**src/rtl/erase_sched.sv**
```systemverilog
module erase_sched #(
  parameter int NBLK        = 8,
  parameter int WIN_TICKS   = 50,
  parameter int EMPTY_TICKS = 100
) (
  input  logic                    clk,
  input  logic                    rst_n,
  input  logic                    tick,
  input  logic                    sel_valid,
  input  logic [$clog2(NBLK)-1:0] sel_idx,
  input  logic                    suspend,
  input  logic                    resume,
  input  logic [NBLK-1:0]         prot_mask,
  output logic                    er_req,
  output logic [$clog2(NBLK)-1:0] er_idx,
  input  logic                    er_done,
  input  logic                    er_fail,
  output logic                    busy,
  output logic                    suspended,
  output logic                    timer_started,
  output logic                    error
);
  localparam int IW   = $clog2(NBLK);
  localparam int MAXT = (WIN_TICKS > EMPTY_TICKS) ? WIN_TICKS : EMPTY_TICKS;
  localparam int CW   = $clog2(MAXT + 1);

  typedef enum logic [2:0] {S_IDLE, S_WIN, S_RUN, S_SUSP, S_EMPTY, S_ERR} st_t;

  st_t             st;
  logic [NBLK-1:0] sel_m;
  logic [CW-1:0]   cnt;
  logic            started;

  wire [NBLK-1:0] pend = sel_m & ~prot_mask;
  wire            have = |pend;
  wire st_t       close_to = have ? S_RUN : S_EMPTY;

  logic [IW-1:0] cur;
  always_comb begin
    cur = '0;
    for (int i = NBLK - 1; i >= 0; i--)
      if (pend[i]) cur = IW'(i);
  end

  always_ff @(posedge clk) begin
    if (!rst_n) begin
      st      <= S_IDLE;
      sel_m   <= '0;
      cnt     <= '0;
      started <= 1'b0;
    end else begin
      case (st)
        S_IDLE: if (sel_valid) begin
          sel_m[sel_idx] <= 1'b1;
          cnt            <= '0;
          st             <= S_WIN;
        end
        S_WIN: begin
          if (suspend) st <= S_SUSP;
          else if (sel_valid) begin
            sel_m[sel_idx] <= 1'b1;
            cnt            <= '0;
          end else if (tick) begin
            if (cnt == CW'(WIN_TICKS - 1)) begin
              st      <= close_to;
              started <= 1'b1;
              cnt     <= '0;
            end else cnt <= cnt + 1'b1;
          end
        end
        S_RUN: begin
          if (!have) begin
            st      <= S_IDLE;
            sel_m   <= '0;
            started <= 1'b0;
          end else if (er_fail) st <= S_ERR;
          else if (er_done) begin
            sel_m[cur] <= 1'b0;
            if (pend == (NBLK'(1) << cur)) begin
              st      <= S_IDLE;
              sel_m   <= '0;
              started <= 1'b0;
            end
          end else if (suspend) st <= S_SUSP;
        end
        S_SUSP: if (resume) begin
          st      <= close_to;
          started <= 1'b1;
          cnt     <= '0;
        end
        S_EMPTY: if (tick) begin
          if (cnt == CW'(EMPTY_TICKS - 1)) begin
            st      <= S_IDLE;
            sel_m   <= '0;
            started <= 1'b0;
            cnt     <= '0;
          end else cnt <= cnt + 1'b1;
        end
        default: ;
      endcase
    end
  end

  assign er_req        = (st == S_RUN) && have;
  assign er_idx        = cur;
  assign busy          = (st == S_WIN) || (st == S_RUN) || (st == S_EMPTY);
  assign suspended     = (st == S_SUSP);
  assign timer_started = started;
  assign error         = (st == S_ERR);
endmodule


```
**config.mk**
```make
export PLATFORM = sky130hd
export DESIGN_NAME = erase_sched
export DESIGN_NICKNAME = d
export VERILOG_FILES = /design/src/rtl/erase_sched.sv
export SDC_FILE = /design/constraint.sdc
export NUM_CORES = 1
export LEC_CHECK = 0
export BUFFER_PORTS_ARGS = -buffer_cell sky130_fd_sc_hd__buf_2
export CAP_MARGIN = 20
export CORE_UTILIZATION = 51
export DETAILED_ROUTE_END_ITERATION = 12
export GPL_ROUTABILITY_DRIVEN = 0
export PLACE_DENSITY = 0.73
export SYNTH_ARGS = -nofsm -noshare
export SYNTH_HDL_FRONTEND = slang
export SYNTH_SLANG_ARGS = --single-unit
```
**constraint.sdc**
```tcl
create_clock -name clk -period 2.8 [get_ports clk]
set_clock_uncertainty 0.15 [all_clocks]
set_input_delay 0.14 -clock clk [delete_from_list [all_inputs] [get_ports clk]]
set_output_delay 0.14 -clock clk [all_outputs]
set_load 0.005 [all_outputs]
```
Yosys cells after proc, flatten, opt, wreduce, memory -nomap -nowiden
Index checks and enable logic that the tools add are counted.
{ "totals": {"reg_bits": 19, "input_bits": 19, "output_inout_bits": 8, "word_cells": 112} }
{ "classes": {"add_sub_neg": 1, "magnitude_cmp": 4, "eq_ne": 25, "shifts": 1, "n_mux": 57, "bitwise": 5, "n_reduce_logical": 15} }
{ "ops": {"columns": ["operator", "n"], "rows": [
  ["two-way mux 3 bit", 22],
  ["two-way mux 8 bit", 8],
  ["two-way mux 7 bit", 8],
  ["case mux 8 bit (4 select lines)", 1],
  ["case mux 7 bit (4 select lines)", 1],
  ["inequality test 3 bit, second input constant", 7],
  ["bitwise AND 8 bit", 2],
  ["inequality test 2 bit, second input constant", 8],
  ["inverter 8 bit", 2],
  ["case mux 3 bit (5 select lines)", 1],
  ["two-way mux 1 bit", 13],
  ["AND reduction 6 bit", 2],
  ["nonzero test 4 bit", 3],
  ["AND reduction 11 bit", 1],
  ["inequality test 5 bit, second input constant", 2],
  ["AND reduction 10 bit", 1],
  ["equality test 8 bit", 1],
  ["< comparator 3 x 4 -> 1 bit, second input constant", 2],
  ["OR 8 bit", 1],
  ["OR reduction 8 bit", 1],
  ["left shift 1 x 3 -> 8 bit, first input constant", 1],
  ["adder 7 x 1 -> 7 bit, second input constant", 1],
  ["equality test 7 x 6 -> 1 bit, second input constant", 1],
  ["equality test 7 bit, second input constant", 1],
  ["other kinds (10)", 17]
]} }

Longest topological paths before layout
{ "depth": {"word_depth": 21, "ltp_mapped": 8, "ltp_nobuf": 8} }

Worst setup path before layout
Ideal clock, no wire load.
{ "synth_path": {"path_type": "register to register", "from": "register cnt[0]", "to": "register started, in the netlist timer_started", "setup_ns": 0.067, "arrival_time_ns": 1.694, "required_ns": 2.583, "setup_slack_ns": 0.889, "path_stages_with_launch": 8, "path_buffers": 0, "synth_period_minus_slack_ns": 1.911, "path_cell_list": "dfxtp_1 -> ha_1 -> nor4b_1 -> nor4b_2 -> o211ai_2 -> a21o_1 -> mux2_4 -> o21ai_2"} }
{ "synth_via": {"elab_chain_len": 3, "word_cells_on_any_way": 5, "classes_between": "eq/ne: 4; reduce/logical: 1"} }
{ "synth_rtl": {"columns": ["item", "line", "source"], "rows": [
  ["start: declaration", "31", "logic [CW-1:0] cnt;"],
  ["start signal: assignment", "68", "end else cnt <= cnt + 1'b1;"],
  ["start signal: assignment", "97", "end else cnt <= cnt + 1'b1;"],
  ["equality test 7 x 6 -> 1 bit / equality test 7 bit (equally long branches)", "64, 92", null],
  ["inequality test 2 bit (no line)", null, null],
  ["AND reduction 11 bit (no line) (*)", null, null],
  ["end signal: assignment", "66", "started <= 1'b1;"],
  ["end signal: assignment", "75", "started <= 1'b0;"],
  ["end signal: assignment", "82", "started <= 1'b0;"],
  ["end: declaration", "32", "logic started;"]
]} }
Mark *: on every way between the ends. The rest lies on a longest branch, timed or not.
A chain may end at the register's enable or synchronous reset.

Worst setup path in the final report
{ "layout_path": {"from": "register sel_m[0]", "to": "register sel_m[5]"} }
{ "layout_via": {"elab_chain_len": 13, "word_cells_on_any_way": 20, "classes_between": "order compare: 2; eq/ne: 3; shift: 1; mux: 8; bitwise: 3; reduce/logical: 3"} }
{ "layout_rtl": {"columns": ["item", "line", "source"], "rows": [
  ["start: declaration", "30", "logic [NBLK-1:0] sel_m;"],
  ["start signal: assignment", "48", "sel_m <= '0;"],
  ["start signal: indexed assignment", "54", "sel_m[sel_idx] <= 1'b1;"],
  ["start signal: indexed assignment", "61", "sel_m[sel_idx] <= 1'b1;"],
  ["bitwise AND 8 bit (*)", "34", "wire [NBLK-1:0] pend = sel_m & ~prot_mask;"],
  ["two-way mux 3 bit", "42", "if (pend[i]) cur = IW'(i);"],
  ["< comparator 3 x 4 -> 1 bit (not written as such) / >= comparator 3 x 1 -> 1 bit (equally long branches)", "78", "sel_m[cur] <= 1'b0;"],
  ["logical AND 1 bit (not written as such)", "78", null],
  ["two-way mux 1 bit (not written as such)", "78", null],
  ["demux 1 bit (select 3 bit)", "78", null],
  ["inverter 8 bit (no line)", null, null],
  ["bitwise AND 8 bit (no line)", null, null],
  ["two-way mux 8 bit", "79", "if (pend == (NBLK'(1) << cur)) begin"],
  ["two-way mux 8 bit", "77", "else if (er_done) begin"],
  ["two-way mux 8 bit", "76", "end else if (er_fail) st <= S_ERR;"],
  ["two-way mux 8 bit", "72", "if (!have) begin"],
  ["case mux 8 bit (4 select lines)", "52", "case (st)"]
]} }
Mark *: on every way between the ends. The rest lies on a longest branch, timed or not. The select of a mux whose other input is x is not followed.

==> impl_metrics.csv <==
group,metric,value,unit
global_routing,grt_overflow,0,
floorplan,die_area,3500,µm²
yosys,synth_area_per_cell,8.02,µm²
routing,drc_errors,0,
power_and_ir_drop,comb_power_share,0.597,
finish,final_nets,253,
finish,design_area,1810,µm²
hold_path,hold_start,"sel_idx[2]",
sta,min_period_over_period,0.820,
worst_setup_path,arrival,2360,ps
hold_path,hold_end,"sel_m[0]$_SDFFE_PN0P_",
routing,drt_iter0_markers,109,
power_and_ir_drop,power.switching,0.680,mW
yosys,yosysMostFrequentCell,"nor2_1",
worst_setup_path,criticalPathCategory,"flop to flop",
worst_setup_path,reg2regPathDepth,6,
global_routing,grt_pass1_wl,6.30,mm
hold_path,hold_path_class,"input port to flop",
yosys,synth.top_cell.area_share,0.228,
sta,setup_violations,0,
cts,clk_pin_slew_worst_paths,130,ps
worst_setup_path,reg2reg_slack,500,ps
power_and_ir_drop,leakagePower,0.714,nW
worst_setup_path,cp_cell_sequence,"nand2b_1, nand4_2, o22ai_1, o2111ai_1, o311ai_1, a211oi_1",
routing,finalWirelength,3.77,mm
cts,cts_root_buf,"clkbuf_4",
cts,cts_buffers,3,
hold_path,hold_depth,4,
status,outcome,"completed",
yosys,ys_top_cells_by_count,"27 x nor2_1, 19 x dfxtp_1, 17 x a21oi_1",
flow_run,maxCapViolations,0,
worst_setup_path,cp.required,2860,ps
yosys,ys_types,63,
placement,numPortBuffers,26,
sta,worst_slew_pin_slew,773,ps
finish,n_antenna_cell,0,
cts,clockBufferDepth,2,
worst_setup_path,path_buf_inv,0,
yosys,seq_area_frac_synth,0.228,
yosys,synth_area,1670,µm²
routing,ant_nets,0,
worst_setup_path,crit_fanout,11,
cts,clock_latency,300,ps
cts,cts_tree,"built",
global_routing,grt_pass1_vias,1412,
placement,pre_cts_slack,576,ps
sta,slew_viol_final,0,
cts,cts_sinks,19,
sta,timing.slew.headroom,0.484,
yosys,ys_seq_elements,19,
sta,final_hold_viol_count,0,
worst_setup_path,slowest_delay,660,ps
floorplan,die_w,59.2,µm
yosys,yosysWarnings,0,
power_and_ir_drop,vdd_drop_max,0.000583,V
power_and_ir_drop,p_clk_frac,0.106,
floorplan,io_pins,27,
sta,rsz0062_at_grt,"false",
yosys,synthArstFlopShare,0,
worst_setup_path,worst_path_dominant_cell_family,"compound AO/OA/AOI/OAI gates",
worst_setup_path,slowest_stage,"o2111ai_1",
finish,n_fill_cell,295,
finish,drive_above_1_share,0.234,
power_and_ir_drop,p_int,0.724,mW
power_and_ir_drop,p_sw_frac,0.485,
routing,vias,1575,
floorplan,core,3080,µm²
sta,worst_slack,503,ps
cts,ctsHtreeMaxLevel,1,
worst_setup_path,worstSetupStartpointType,"flop",
yosys,syn_inst,208,
sta,fin_crit,2300,ps
yosys,syn_nets,229,
floorplan,initial_core_util,0.542,
yosys,synth_edf_count,0,
finish,area.growth.synth_to_final,8.78,%
global_routing,grtUsageTotal,0.235,
sta,max_freq,435,MHz
global_routing,grt_max_degree,17,
worst_setup_path,end_kind,"flop",
worst_setup_path,r2r_end,"sel_m[5]$_SDFFE_PN0P_",
placement,placed_cell_area,1770,µm²
floorplan,die_h,59.2,µm
routing,viasPerCell,5.73,
yosys,ys_top_cells_by_area,"dfxtp_1 23%, nor2_1 6.1%, a21oi_1 5.1%, a31oi_1 3.8%, nand2b_1 3.8%",
global_routing,antenna_found_initial,0,
floorplan,rows,20,
routing,wl_per_cell,13.7,µm
cts,post_cts_buffers,0,
sta,setup_tns,0,ps
placement,dp_hpwl,2.89,mm
yosys,synth-main-ff-cell,"dfxtp_1",
worst_setup_path,cp_num_cells,6,
power_and_ir_drop,power.density,774,nW/µm²
routing,dr.pass1.iters,4,
yosys,synth_area_leader_cell,"dfxtp_1",
power_and_ir_drop,p_seq_frac,0.298,
worst_setup_path,rr_startpoint,"sel_m[0]$_SDFFE_PN0P_",
logic make-up after synthesis:
group                      count (synthesis)  synth area share
and+or+nand+nor                           88             0.304
DFF                                       19             0.228
buffers and inverters                     19            0.0743
muxes                                      2            0.0150
adders and majority gates                  2            0.0150
xor gates and xnor gates                   8            0.0420
AOI/OAI and AO/OA                         70             0.322
worst register-to-register path, stage by stage, from the launching register on:
cell and delay [ps]:
dfxtp_1 370, nand2b_1 130, nand4_2 250, o22ai_1 100, o2111ai_1 660, o311ai_1 250
a211oi_1 290
metal layers:
metal  GRT usage  part of all wire  vias to the layer above  wire length [µm]
met2       0.396              0.46                       50              1750
met3      0.0197             0.037                        4               139
met5           0                 0                        -                 0
met1       0.317              0.49                      703              1840
met4      0.0748             0.011                        0                40
li1            -                 -                      818                 -
stage by stage:
step	instances	hold WS, ps	util	power [mW]
2_1_floorplan	208	188	-	1.10
3_3_place_gp	270	337	0.576	1.25
3_5_place_dp	270	330	0.576	1.26
4_1_cts	275	37.3	0.589	1.41
5_1_grt	275	59.4	0.589	1.53
6_report	275	44.7	0.589	1.40
flip-flops by register name (all words and copies together) (netlist names):
name           flops
sel_m              8
cnt                7
st                 3
timer_started      1
cell usage in the layout, fill, tap and decap left out, drive strengths merged, types with 2 or more instances in the layout:
master	count
nor2	28
buf	27
dfxtp	19
a21oi	19
nand2b	10
nand2	10
a31oi	10
inv	10
o211ai	9
nor3	8
o21ai	8
nand3	7
xnor2	6
a211oi	5
and2b	4
o311ai	4
nor2b	3
clkbuf	3
and2	2
or2	2
nand4b	2
xor2	2
o31ai	2
nor4	2
ha	2
nand4	2
o21a	2
and3	2
nor4b	2
power by group through the flow:
stage / combinational, mW / sequential [mW] / clock [mW]
after floorplan: 0.742 / 0.361 / 0
after global placement: 0.827 / 0.425 / 0
after detailed placement: 0.834 / 0.423 / 0
after CTS: 0.838 / 0.417 / 0.152
after global routing: 0.927 / 0.435 / 0.166
final: 0.838 / 0.418 / 0.148
final cells by class:
cell class,count,area (µm²),share of cell area
multi-input cells,170,1160,0.641
flip-flops and latches,19,380,0.210
repair buffers,28,148,0.0814
well taps,44,55.1,0.0303
inverters,10,37.5,0.0207
clock buffers,3,22.5,0.0124
clock inverters,1,7.51,0.00414
how the worst max path moves through the flow:
stage,endpoint,startpoint,slack [ps]
floorplan,timer_started$_SDFFE_PN0P_,cnt[0]$_SDFFE_PN0P_,890
global placement,sel_m[3]$_SDFFE_PN0P_,st[1]$_SDFFE_PN0P_,580
detailed placement,sel_m[3]$_SDFFE_PN0P_,st[1]$_SDFFE_PN0P_,580
CTS,sel_m[5]$_SDFFE_PN0P_,sel_m[0]$_SDFFE_PN0P_,520
global route,sel_m[5]$_SDFFE_PN0P_,sel_m[2]$_SDFFE_PN0P_,290
finish,sel_m[5]$_SDFFE_PN0P_,sel_m[0]$_SDFFE_PN0P_,500
what timing repair did:
item / in CTS / in global routing
setup endpoints to repair: 0 / 0
hold buffers: 1 / 0
gates resized for setup: 0 / 0
hold endpoints to repair: 1 / 0
(Power assumes the default switching activity.)
